[src/rtl/hirq_pkg.sv]
package hirq_pkg;

  localparam int NSRC  = 13;
  localparam int NDR   = 4;
  localparam int NLINE = 7;
  localparam int NCHM  = 2;

  localparam int A_CH1 = 4;
  localparam int A_CH2 = 5;
  localparam int A_CH3 = 6;

  typedef enum int {
    LN_IRQ1  = 0,
    LN_IRQ12 = 1,
    LN_IRQ6  = 2,
    LN_IRQ9  = 3,
    LN_IRQ10 = 4,
    LN_IRQ11 = 5,
    LN_SMI   = 6
  } line_e;

  // Source order: 0..1 channel 1, 2..6 channel 2, 7..12 channel 3
  function automatic int src_chan(input int s);
    if (s < 2)      return 0;
    else if (s < 7) return 1;
    else            return 2;
  endfunction

  function automatic int src_reg(input int s);
    return A_CH1 + src_chan(s);
  endfunction

  function automatic int src_bit(input int s);
    if (s < 2)      return s;
    else if (s < 7) return s - 2;
    else            return s - 7;
  endfunction

  function automatic int src_dr(input int s);
    if (s < 2)       return 0;
    else if (s < 7)  return 1;
    else if (s == 8) return 3;
    else             return 2;
  endfunction

  function automatic int src_line(input int s);
    if (s == 0)                      return LN_IRQ1;
    else if (s == 1)                 return LN_IRQ12;
    else if (s == 2 || s == 7 || s == 8) return LN_SMI;
    else if (s < 7)                  return LN_IRQ6 + (s - 3);
    else                             return LN_IRQ6 + (s - 9);
  endfunction

endpackage

[src/rtl/hirq_bus_regs.sv]
module hirq_bus_regs
  import hirq_pkg::*;
#(
  parameter int ADDR_W   = 4,
  parameter int DATA_W   = 8,
  parameter int MODE_BIT = 7
) (
  input  logic              clk,
  input  logic              rst_n,
  input  logic              wr,
  input  logic [ADDR_W-1:0] addr,
  input  logic [DATA_W-1:0] wdata,
  output logic [DATA_W-1:0] rdata,
  output logic [NSRC-1:0]   en_q,
  output logic [NSRC-1:0]   en_hit,
  output logic [NSRC-1:0]   en_wbit,
  output logic [NCHM-1:0]   mode_q,
  output logic [NCHM-1:0]   mode_eff
);

  logic [NSRC-1:0] en_d;
  logic [NSRC-1:0] en_ce;
  logic [NCHM-1:0] mode_d;
  logic [NCHM-1:0] mode_ce;
  logic            unused_wdata_bits;

  assign unused_wdata_bits = ^wdata;

  for (genvar s = 0; s < NSRC; s++) begin : g_en
    localparam int RA = src_reg(s);
    localparam int RB = src_bit(s);

    assign en_hit[s]  = wr && (addr == ADDR_W'(RA));
    assign en_wbit[s] = wdata[RB];

    always_comb begin
      en_ce[s] = en_hit[s];
      en_d[s]  = en_wbit[s];
    end

    always_ff @(posedge clk or negedge rst_n) begin
      if (!rst_n)        en_q[s] <= 1'b0;
      else if (en_ce[s]) en_q[s] <= en_d[s];
    end
  end

  for (genvar c = 0; c < NCHM; c++) begin : g_mode
    localparam int MA = A_CH2 + c;

    always_comb begin
      mode_ce[c]  = wr && (addr == ADDR_W'(MA));
      mode_d[c]   = wdata[MODE_BIT];
      mode_eff[c] = mode_ce[c] ? mode_d[c] : mode_q[c];
    end

    always_ff @(posedge clk or negedge rst_n) begin
      if (!rst_n)          mode_q[c] <= 1'b0;
      else if (mode_ce[c]) mode_q[c] <= mode_d[c];
    end
  end

  always_comb begin
    rdata = '0;
    for (int s = 0; s < NSRC; s++) begin
      if (addr == ADDR_W'(src_reg(s))) rdata[src_bit(s)] = en_q[s];
    end
    for (int c = 0; c < NCHM; c++) begin
      if (addr == ADDR_W'(A_CH2 + c)) rdata[MODE_BIT] = mode_q[c];
    end
  end

endmodule

[src/rtl/hirq_data_flags.sv]
module hirq_data_flags #(
  parameter int ADDR_W = 4,
  parameter int N_DR   = 4
) (
  input  logic              clk,
  input  logic              rst_n,
  input  logic              wr,
  input  logic [ADDR_W-1:0] addr,
  input  logic [N_DR-1:0]   host_rd,
  output logic [N_DR-1:0]   flag_q
);

  logic [N_DR-1:0] flag_d;
  logic [N_DR-1:0] flag_ce;
  logic [N_DR-1:0] wr_hit;

  for (genvar d = 0; d < N_DR; d++) begin : g_flag
    always_comb begin
      wr_hit[d]  = wr && (addr == ADDR_W'(d));
      flag_ce[d] = wr_hit[d] || host_rd[d];
      flag_d[d]  = wr_hit[d];
    end

    always_ff @(posedge clk or negedge rst_n) begin
      if (!rst_n)          flag_q[d] <= 1'b0;
      else if (flag_ce[d]) flag_q[d] <= flag_d[d];
    end
  end

endmodule

[src/rtl/hirq_source.sv]
module hirq_source (
  input  logic clk,
  input  logic rst_n,
  input  logic en_q,
  input  logic en_hit,
  input  logic en_wbit,
  input  logic direct_set,
  input  logic direct_q,
  input  logic flag,
  input  logic host_rd,
  output logic req_d,
  output logic req_q
);

  logic rise;
  logic set;
  logic clr;
  logic req_ce;

  always_comb begin
    rise   = en_hit && en_wbit && !en_q;
    set    = rise && (direct_set || flag);
    clr    = (en_hit && !en_wbit) || (host_rd && !direct_q);
    req_ce = set || clr;
    req_d  = clr ? 1'b0 : (set ? 1'b1 : req_q);
  end

  always_ff @(posedge clk or negedge rst_n) begin
    if (!rst_n)      req_q <= 1'b0;
    else if (req_ce) req_q <= req_d;
  end

endmodule

[src/rtl/hirq_line_merge.sv]
module hirq_line_merge
  import hirq_pkg::*;
(
  input  logic             clk,
  input  logic             rst_n,
  input  logic [NSRC-1:0]  req_d,
  output logic [NLINE-1:0] line_q
);

  logic [NLINE-1:0] line_d;

  for (genvar l = 0; l < NLINE; l++) begin : g_line
    always_comb begin
      line_d[l] = 1'b0;
      for (int s = 0; s < NSRC; s++) begin
        if (src_line(s) == l) line_d[l] = line_d[l] | req_d[s];
      end
    end

    always_ff @(posedge clk or negedge rst_n) begin
      if (!rst_n) line_q[l] <= 1'b0;
      else        line_q[l] <= line_d[l];
    end
  end

endmodule

[src/rtl/hirq_gen.sv]
module hirq_gen
  import hirq_pkg::*;
#(
  parameter int ADDR_W   = 4,
  parameter int DATA_W   = 8,
  parameter int MODE_BIT = 7
) (
  input  logic              clk,
  input  logic              rst_n,
  input  logic              bus_wr,
  input  logic [ADDR_W-1:0] bus_addr,
  input  logic [DATA_W-1:0] bus_wdata,
  output logic [DATA_W-1:0] bus_rdata,
  input  logic [NDR-1:0]    host_rd,
  output logic              irq1_o,
  output logic              irq12_o,
  output logic              irq6_o,
  output logic              irq9_o,
  output logic              irq10_o,
  output logic              irq11_o,
  output logic              smi_o
);

  logic [1:0]       rst_pipe;
  logic             rst_sync_n;
  logic [NSRC-1:0]  en_q;
  logic [NSRC-1:0]  en_hit;
  logic [NSRC-1:0]  en_wbit;
  logic [NCHM-1:0]  mode_q;
  logic [NCHM-1:0]  mode_eff;
  logic [NDR-1:0]   flag_q;
  logic [NSRC-1:0]  req_d;
  logic [NSRC-1:0]  req_q;
  logic [NLINE-1:0] line_q;

  always_ff @(posedge clk or negedge rst_n) begin
    if (!rst_n) rst_pipe <= 2'b00;
    else        rst_pipe <= {rst_pipe[0], 1'b1};
  end
  assign rst_sync_n = rst_pipe[1];

  hirq_bus_regs #(
    .ADDR_W  (ADDR_W),
    .DATA_W  (DATA_W),
    .MODE_BIT(MODE_BIT)
  ) u_regs (
    .clk     (clk),
    .rst_n   (rst_sync_n),
    .wr      (bus_wr),
    .addr    (bus_addr),
    .wdata   (bus_wdata),
    .rdata   (bus_rdata),
    .en_q    (en_q),
    .en_hit  (en_hit),
    .en_wbit (en_wbit),
    .mode_q  (mode_q),
    .mode_eff(mode_eff)
  );

  hirq_data_flags #(
    .ADDR_W(ADDR_W),
    .N_DR  (NDR)
  ) u_flags (
    .clk    (clk),
    .rst_n  (rst_sync_n),
    .wr     (bus_wr),
    .addr   (bus_addr),
    .host_rd(host_rd),
    .flag_q (flag_q)
  );

  for (genvar s = 0; s < NSRC; s++) begin : g_src
    localparam int CH = src_chan(s);
    localparam int DR = src_dr(s);
    logic dset;
    logic dq;

    if (CH == 0) begin : g_fixed
      assign dset = 1'b0;
      assign dq   = 1'b0;
    end else begin : g_moded
      assign dset = mode_eff[CH-1];
      assign dq   = mode_q[CH-1];
    end

    hirq_source u_src (
      .clk       (clk),
      .rst_n     (rst_sync_n),
      .en_q      (en_q[s]),
      .en_hit    (en_hit[s]),
      .en_wbit   (en_wbit[s]),
      .direct_set(dset),
      .direct_q  (dq),
      .flag      (flag_q[DR]),
      .host_rd   (host_rd[DR]),
      .req_d     (req_d[s]),
      .req_q     (req_q[s])
    );
  end

  hirq_line_merge u_merge (
    .clk   (clk),
    .rst_n (rst_sync_n),
    .req_d (req_d),
    .line_q(line_q)
  );

  logic unused_req_state;
  assign unused_req_state = ^req_q;

  assign irq1_o  = line_q[LN_IRQ1];
  assign irq12_o = line_q[LN_IRQ12];
  assign irq6_o  = line_q[LN_IRQ6];
  assign irq9_o  = line_q[LN_IRQ9];
  assign irq10_o = line_q[LN_IRQ10];
  assign irq11_o = line_q[LN_IRQ11];
  assign smi_o   = line_q[LN_SMI];

endmodule

[config.mk]
export PLATFORM = sky130hd
export DESIGN_NAME = hirq_gen
export DESIGN_NICKNAME = d
export VERILOG_FILES = /design/src/rtl/hirq_pkg.sv /design/src/rtl/hirq_bus_regs.sv /design/src/rtl/hirq_data_flags.sv /design/src/rtl/hirq_source.sv /design/src/rtl/hirq_line_merge.sv /design/src/rtl/hirq_gen.sv
export SDC_FILE = /design/constraint.sdc
export NUM_CORES = 1
export LEC_CHECK = 0
export ABC_AREA = 1
export BUFFER_PORTS_ARGS = -buffer_cell sky130_fd_sc_hd__buf_2
export CAP_MARGIN = 40
export CORE_MARGIN = 2
export CORE_UTILIZATION = 43
export CTS_BUF_LIST = sky130_fd_sc_hd__clkbuf_8
export DETAILED_ROUTE_END_ITERATION = 16
export GPL_TIMING_DRIVEN = 0
export PLACE_DENSITY = 0.76
export SLEW_MARGIN = 40
export SYNTH_ARGS = -nofsm -noshare
export SYNTH_HDL_FRONTEND = slang
export SYNTH_SLANG_ARGS = --single-unit
[constraint.sdc]
create_clock -name clk -period 1.3 [get_ports clk]
set_input_delay 0.065 -clock clk [delete_from_list [all_inputs] [get_ports clk]]
set_output_delay 0.065 -clock clk [all_outputs]
set_load 0.1 [all_outputs]
==> reports/qor.txt, run 1 <==
Die ar. - 5080 sq um
Slowest stage delay, CP - 0.35 ns
Vias in the first global route - 1600
Slew margin rel. - 0.665
Fin util - 0.544
Global-route wire length before repair - 6890 um
Area grow syn2layout - 21.7%
Critical Path Fanout Max - 2
Syn. warnings - 0
Layout cell share with drive strength beyond 1 - 0.244
Unique masters post-synth - 27
Hold Startpoint - bus_wdata[7]
Mapped Nets - 247
Crit Path Class - reg2out
Hold slack - 0.0296 ns
Setup Skew - 0.0110 ns
Clock Path Buffers - 2
CTS tree - done
Max Clock Freq - 804 MHz
Worst Setup Start Kind - register
First-pass detailed-route iteration total - 4
Die Wd - 71.3 um
Worst Setup SP - u_regs.en_q[4]$_DFFE_PN0N_
Crit. End Element - output port
All-Layer GR Usage - 0.176
Via count - 1577
Drt first-iter violations - 59
Critical path's top delay family - buffers and inverters
CTS buffer count - 5
CTS Sinks - 41
Largest net degree at the start of global routing - 40
# rows - 24
Wire length per cell - 12.4 um
Final antenna-violating net count - 0
Via density - 4.88
Final worst path period need - 1.24 ns
Async SR Flop Fraction - 1.00
Worst Tran Pin Value - 0.503 ns
Syn_area_per_cell - 8.54 sq um
Worst-Skew Late Latency - 0.29 ns
Dpl hpwl - 2860 um
Peak VDD IR - 0.890 mV
P_leak - 1.39 nW
EDFF count, synth - 0
Die height - 71.3 um
Layout Nets - 289
N_diodes - 0
PwrDens - 1170 nW/um^2
Port Buffers - 31
Status - complete, no violations
# DRC - 0
Final Slew Violations - 0
Tcrit/Tclk final - 0.957
Seq cells post-synth - 41
Initial antenna violation count - 0
Final WL - 4000 um
Clock transition at path regs - 0.08 ns
Top cell type by total area after synthesis - dfrtp_1
IO Pins - 34
Crit-path cells - inv_1 -> o22ai_2 -> buf_4
Worst min-delay path class - in2reg
Yosys top cell area share - 0.527
Clk root buf - clkbuf_8
Cell Area, Synth - 1950 sq um
Crit Reg-Reg Startpoint - u_flags.flag_q[1]$_DFFE_PN0P_
Synth top cells by count - inv_1, dfrtp_1, nand2_1, nor2_1, o21ai_0
Final setup violation count - 0
RSZ-0062 raised after global routing - yes
Register area share after synthesis - 0.527
H-tree depth - 2
Synth area leaders - dfrtp_1, inv_1, nand2_1, nor2_1, nor2_4
Worst path required time - 1.24 ns
Main flop type after synthesis - dfrtp_1
Filler cells - 403
Final hold vios - 0
Initial core utilization - 0.447
Count leader, synth - inv_1
Worst EP arrival - 1.18 ns
Gr ovfl total - 0
CP max stage cell - dfrtp_1
Synthesized instance count - 228
CORE AREA - 4350 sq um
CP bufs+invs - 2
Maximum capacitance violations - 0
RePlAce Congestion - 0.820
-- cell families after synthesis --
kind of cell / Yosys count / share of synthesized area
buffers and inverters: 61 / 0.127
flip-flops: 41 / 0.527
AND/OR/NAND/NOR: 90 / 0.236
other: 2 / 0.00386
AO/OA/AOI/OAI: 34 / 0.106
-- worst register-to-register path: stages, from the launching register on --
cell and delay [ns]:
dfrtp_1 0.38, or2_2 0.34, a31o_1 0.22, nand2_1 0.09, nand2_1 0.06
-- path summary, 6_finish.rpt --
check,endpoint,slack [ns],cells past startpoint
setup / recovery,bus_rdata[2],0.06,3
hold / removal,u_regs.mode_q[0]$_DFF_PN0_,0.03,3
setup reg to reg,u_merge.line_q[4]$_DFF_PN0_,0.10,4
hold reg to reg,u_regs.en_q[12]$_DFFE_PN0N_,0.30,0
max in group asynchronous,u_merge.line_q[2]$_DFF_PN0_,0.65,0
min in group asynchronous,rst_pipe[1]$_DFF_PN0_,0.08,2
-- timing repair --
action                                  4_1_cts  5_1_grt
pin swaps                                     0        0
gates resized for setup                       8        5
cloned                                        0        0
endpoints found under the setup margin        7        5
setup buffers                                 0        0
hold buffers                                  4        0
endpoints found under the hold margin         5        0
-- final cells by class --
cell class                      count  area, sq um  area share
Clock inverter                      3         11.3     0.00475
Clock buffer                        5         68.8      0.0290
Timing Repair Buffer               35          231      0.0977
Inverter                           58          218      0.0919
Tap cell                           52         65.1      0.0275
Buffer                              3         30.0      0.0127
Sequential cell                    41         1030       0.435
Multi-Input combinational cell    126          716       0.302
-- routing by layer --
layer,part of all wire,up-vias,global-route usage
li1,-,777,-
met1,0.45,746,0.229
met2,0.48,47,0.285
met3,0.057,7,0.0366
met4,0.018,0,0.0755
met5,0,-,0
-- sequential cells by signal (all words and copies together), names as in the netlist --
| signal | cells |
|---|---|
| u_regs.en_q | 13 |
| u_merge.line_q | 7 |
| u_regs.mode_q | 2 |
| u_flags.flag_q | 4 |
| rst_pipe | 2 |
| g_src.u_src.req_q | 13 |
-- metrics by stage --
step	power, mW	cell area [sq um]	TNS, ns	std cells	worst slack (ns)
global route	2.92	2370	-0.00331	323	-0.00331
CTS	2.80	2350	0	323	0.00884
finish	2.78	2370	0	323	0.0565
detailed placement	2.00	2210	-0.744	311	-0.187
global placement	1.98	2210	-15.61	311	-0.384
floorplan	1.86	1990	-0.577	228	-0.0874
-- cells in the final DEF (no fill, tap or decap), types with 3 or more instances in the layout --
cell type,n
nand2_4,3
buf_6,5
nor2_2,3
nand2_1,37
nor2_4,6
clkbuf_8,5
inv_1,59
nor2_1,19
a31o_1,3
dlygate4sd3_1,4
o22ai_2,4
nand3_1,8
o21ai_0,11
nor3_1,6
a21oi_1,9
dfrtp_1,40
buf_4,4
buf_2,24
-- power breakdown --
part | total [mW] | internal [mW] | switching, mW
registers | 1.47 | 1.39 | 0.0796
clock network | 0.782 | 0.358 | 0.424
logic | 0.526 | 0.156 | 0.370
Note: power is estimated with default switching activity, not from simulation.
==> inputs of run 2 (changes only) <==
--- a/config.mk
+++ b/config.mk
@@ -13,7 +13,8 @@
 export CTS_BUF_LIST = sky130_fd_sc_hd__clkbuf_8
 export DETAILED_ROUTE_END_ITERATION = 16
 export GPL_TIMING_DRIVEN = 0
-export PLACE_DENSITY = 0.76
+export PLACE_DENSITY = 0.74
+export REMOVE_ABC_BUFFERS = 1
 export SLEW_MARGIN = 40
 export SYNTH_ARGS = -nofsm -noshare
 export SYNTH_HDL_FRONTEND = slang
==> constraint.sdc (replaced) <==
create_clock -name clk -period 1.35 [get_ports clk]
set_input_delay 0.0675 -clock clk [delete_from_list [all_inputs] [get_ports clk]]
set_output_delay 0.0675 -clock clk [all_outputs]
set_load 0.1 [all_outputs]
==> reports/qor.txt, run 2 (same netlist as run 1, synthesis figures left out) <==
Vias in the first global route - 1463
Die height - 71.3 um
CTS buffer count - 5
Worst Setup SP - u_regs.en_q[1]$_DFFE_PN0N_
RePlAce Congestion - 0.814
Via density - 4.76
Worst path required time - 1.28 ns
Worst min-delay path class - in2reg
Clk root buf - clkbuf_8
Via count - 1523
Final Slew Violations - 0
Reg2Reg Setup Slack - 0.15 ns
Peak VDD IR - 0.600 mV
Worst EP arrival - 1.20 ns
Clock Path Buffers - 2
RSZ-0062 raised after global routing - no
Die ar. - 5080 sq um
Wire length per cell - 12.1 um
Pre-CTS setup slack - -0.0903 ns
IO Pins - 34
Tcrit/Tclk final - 0.940
H-tree depth - 2
Layout cell share with drive strength beyond 1 - 0.213
Die Wd - 71.3 um
Layout Nets - 286
Critical Path Fanout Max - 3
Initial core utilization - 0.447
Final antenna-violating net count - 0
Crit. End Element - output port
Crit Reg-Reg Startpoint - u_flags.flag_q[1]$_DFFE_PN0P_
Crit Path Class - reg2out
Area grow syn2layout - 18.3%
Worst-Skew Late Latency - 0.29 ns
Max Clock Freq - 788 MHz
First-pass detailed-route iteration total - 4
Maximum capacitance violations - 0
Area after DPL - 2140 sq um
Most frequent cells in the layout - inv_1, dfrtp_1, nand2_1
Reg2reg end - u_merge.line_q[5]$_DFF_PN0_
Initial antenna violation count - 0
PwrDens - 1150 nW/um^2
Final setup violation count - 0
Design area - 2300 sq um
Dpl hpwl - 2680 um
Hold Startpoint - bus_wdata[7]
# rows - 24
CTS Sinks - 41
All-Layer GR Usage - 0.171
Gr ovfl total - 0
Worst Slack Setup Final - 0.0804 ns
Clock transition at path regs - 0.07 ns
CORE AREA - 4350 sq um
Hold slack - 0.0202 ns
Final WL - 3860 um
N_diodes - 0
Largest regs - g_src.u_src.req_q: 13 flops, u_regs.en_q: 13 flops, u_merge.line_q: 7 flops
Final hold vios - 0
Final worst path period need - 1.27 ns
P_leak - 1.36 nW
Global-route wire length before repair - 6510 um
# DRC - 0
Port Buffers - 31
Commonest non-fill, non-tap cell in the layout - inv_1
CTS tree - done
Largest net degree at the start of global routing - 40
Min-Delay Endpoint - u_regs.mode_q[0]$_DFF_PN0_
Setup Skew - 0.00430 ns
Drt first-iter violations - 89
Setup Fix Bufs, Post-CTS - 0
Status - complete, no violations
Worst reg2reg path depth - 4
Worst Setup Start Kind - register
Worst Hold Depth - 3
## run 2: cell types whose count changed in the layout (fill, tap and decap cells not counted), sizes merged
cell / delta
buf: -4
clkbuf: +1
## run 2: metal layers
layer  global-route usage  vias up  routed length, um
li1                     -      772                  -
met1                0.218      713               1860
met2                0.266       29               1740
met3               0.0534        9                180
met4               0.0839        0                 82
met5                    0        -                  0
## run 2: power by group
part / switching [mW] / internal (mW)
clock network: 0.404 / 0.345
logic: 0.341 / 0.139
registers: 0.0755 / 1.34
total: 0.820 / 1.82
## run 2: final cells by class
cell class                 count  area (sq um)
fill                         409          2050
sequential                    41          1030
multi-input combinational    126           682
timing repair buffer          35           228
inverter                      58           218
clock buffer                   5          68.8
tap                           52          65.1
clock inverter                 3          11.3
## run 2: worst max-delay path by stage
| stage | endpoint | slack (ns) | cells after the start |
|---|---|---|---|
| floorplan | bus_rdata[0] | -0.67 | 4 |
| global placement | u_merge.line_q[0]$_DFF_PN0_ | -0.33 | 0 |
| detailed placement | bus_rdata[0] | -0.09 | 7 |
| CTS | bus_rdata[0] | 0.03 | 7 |
| global route | bus_rdata[2] | 0.003 | 3 |
| finish | bus_rdata[1] | 0.08 | 3 |
## run 2: worst max-delay path, cell delays in order (launching register included)
cell and delay, ns:
dfrtp_1 0.33, inv_1 0.07, o221ai_1 0.25, buf_6 0.27
## run 2: repair_timing
action | CTS | global route
resized for setup | 6 | 7
endpoints found under the hold margin | 5 | 0
gates cloned | 0 | 0
setup endpoints to repair | 6 | 5
hold buffers | 4 | 0
## run 2: metrics by stage
stage | total power [mW] | util | setup TNS [ns] | std cells
after global routing | 2.80 | 0.529 | 0 | 320
after floorplan | 1.77 | - | -4.38 | 225
after detailed placement | 1.89 | 0.492 | -0.635 | 308
final | 2.64 | 0.529 | 0 | 320
after global placement | 1.88 | 0.491 | -13.14 | 308
after CTS | 2.67 | 0.523 | 0 | 320
==> inputs of run 3 (changes only) <==
--- a/config.mk
+++ b/config.mk
@@ -8,13 +8,13 @@
 export ABC_AREA = 1
 export BUFFER_PORTS_ARGS = -buffer_cell sky130_fd_sc_hd__buf_2
 export CAP_MARGIN = 40
+export CORE_ASPECT_RATIO = 1.2
 export CORE_MARGIN = 2
-export CORE_UTILIZATION = 43
+export CORE_UTILIZATION = 55
 export CTS_BUF_LIST = sky130_fd_sc_hd__clkbuf_8
 export DETAILED_ROUTE_END_ITERATION = 16
 export GPL_TIMING_DRIVEN = 0
-export PLACE_DENSITY = 0.74
-export REMOVE_ABC_BUFFERS = 1
+export PLACE_DENSITY = 0.89
 export SLEW_MARGIN = 40
 export SYNTH_ARGS = -nofsm -noshare
 export SYNTH_HDL_FRONTEND = slang
==> reports/qor.txt, run 3 (same netlist as run 1, synthesis figures left out) <==
Vias in the first global route - 1685
Via count - 1645
Final Slew Violations - 0
CTS Sinks - 41
Commonest non-fill, non-tap cell in the layout - inv_1
Layout cell share with drive strength beyond 1 - 0.235
Area grow syn2layout - 22.3%
All-Layer GR Usage - 0.238
NetSw - 0.865 mW
Final worst path period need - 1.32 ns
Tcrit/Tclk final - 0.981
Initial core utilization - 0.578
Clock transition at path regs - 0.08 ns
Global-route wire length before repair - 7200 um
Largest regs - g_src.u_src.req_q: 13 flops, u_regs.en_q: 13 flops, u_merge.line_q: 7 flops
# rows - 23
Routed met3 length - 292 um
Worst EP arrival - 1.26 ns
Internal power - 2.03 mW
Initial antenna violation count - 0
Worst Slack Setup Final - 0.0259 ns
Worst Hold Depth - 3
Final WL - 4250 um
Setup Fix Bufs, Post-CTS - 0
N_diodes - 0
Layout Nets - 290
# DRC - 0
Final setup violation count - 0
Pre-CTS setup slack - -0.0999 ns
Critical Path Fanout Max - 6
Worst min-delay path class - in2reg
Worst reg2reg path depth - 4
H-tree depth - 2
Dpl hpwl - 3010 um
WL met2 - 2240 um
CTS buffer count - 5
Clock Path Buffers - 2
Wire length per cell - 13.7 um
Footprint of the multi-input gates - 703 sq um
Port Buffers - 31
P_leak - 1.40 nW
Clk pwr share - 0.333
Worst Setup Start Kind - primary input
Drt first-iter violations - 81
Max Clock Freq - 755 MHz
Crit. End Element - output port
Worst path required time - 1.28 ns
Flop pwr share - 0.485
Worst-Skew Late Latency - 0.30 ns
Sequential cell area - 1030 sq um
M1 WL - 1610 um
Die height - 69.2 um
Top Metal Used - met4
RSZ-0062 raised after global routing - yes
Hold slack - 0.0396 ns
Largest net degree at the start of global routing - 26
Switching share of power - 0.299
Most frequent cells in the layout - inv_1, dfrtp_1, nand2_1
Status - complete, no violations
First-pass detailed-route iteration total - 6
Setup Skew - 0.00730 ns
Maximum capacitance violations - 0
Via density - 5.32
CORE AREA - 3370 sq um
Final hold vios - 0
CTS tree - done
Clk root buf - clkbuf_8
IO Pins - 34
Die Wd - 58.3 um
RePlAce Congestion - 0.805
Peak VDD IR - 1.06 mV
Gr ovfl total - 0
Crit Path Class - in2out
Combinational power share - 0.183
PwrDens - 1220 nW/um^2
Final antenna-violating net count - 0
Filler cells - 269
Die ar. - 4030 sq um
## run 3: changes by cell type in the layout (fill, tap and decap cells not counted), sizes merged
cell    change
clkinv      +1
bufinv      +1
clkbuf      -1
inv         -2
buf         +5
## run 3: per-stage QoR
step | power, mW | TNS [ns] | cell area [sq um] | cells | util
after floorplan | 1.79 | -3.09 | 1970 | 228 | -
after global placement | 1.89 | -11.07 | 2170 | 296 | 0.645
after detailed placement | 1.93 | -0.154 | 2200 | 297 | 0.654
after CTS | 2.89 | 0 | 2370 | 309 | 0.703
after global routing | 3.01 | -0.000261 | 2380 | 309 | 0.707
final | 2.90 | 0 | 2380 | 309 | 0.707
## run 3: repair_timing
| action | CTS | global route |
|---|---|---|
| pin swaps | 0 | 0 |
| gates resized for setup | 7 | 3 |
| hold buffers | 4 | 0 |
| endpoints found under the setup margin | 6 | 3 |
| hold endpoints to repair | 5 | 0 |
## run 3: critical path, cell delays in order
cell     delay (ns)
buf_2          0.12
nor2_4         0.22
nand2_1        0.25
nor2_1         0.16
buf_2          0.44
## run 3: layer usage
metal | vias up | track usage
met1 | 772 | 0.265
met5 | - | 0
met4 | 0 | 0.121
met3 | 13 | 0.0616
li1 | 786 | -
met2 | 74 | 0.404
## run 3: final timing paths
path / start / end / slack (ns)
max reg2reg: u_flags.flag_q[1]$_DFFE_PN0P_ / u_merge.line_q[4]$_DFF_PN0_ / 0.09
min reg2reg: rst_pipe[1]$_DFF_PN0_ / u_merge.line_q[2]$_DFF_PN0_ / 0.19
min in group asynchronous: rst_n / rst_pipe[1]$_DFF_PN0_ / 0.07
max: bus_addr[3] / bus_rdata[5] / 0.03
min: bus_wdata[0] / u_regs.en_q[2]$_DFFE_PN0N_ / 0.04
max in group asynchronous: rst_pipe[1]$_DFF_PN0_ / u_flags.flag_q[1]$_DFFE_PN0P_ / 0.72
## run 3: final cells by class
class / count / share of cell area
flip-flops and latches: 41 / 0.431
multi-input cells: 126 / 0.295
repair buffers: 36 / 0.105
inverters: 58 / 0.0914
clock buffers: 5 / 0.0289
well taps: 37 / 0.0194
clock inverters: 3 / 0.0163
plain buffers: 3 / 0.0126
## run 3: power groups by stage
stage	Sequential (mW)	Combinational (mW)	Clock, mW
after global placement	1.43	0.459	0
after floorplan	1.45	0.341	0
after detailed placement	1.43	0.500	0
after CTS	1.40	0.520	0.971
after global routing	1.41	0.579	1.02
final	1.40	0.530	0.964
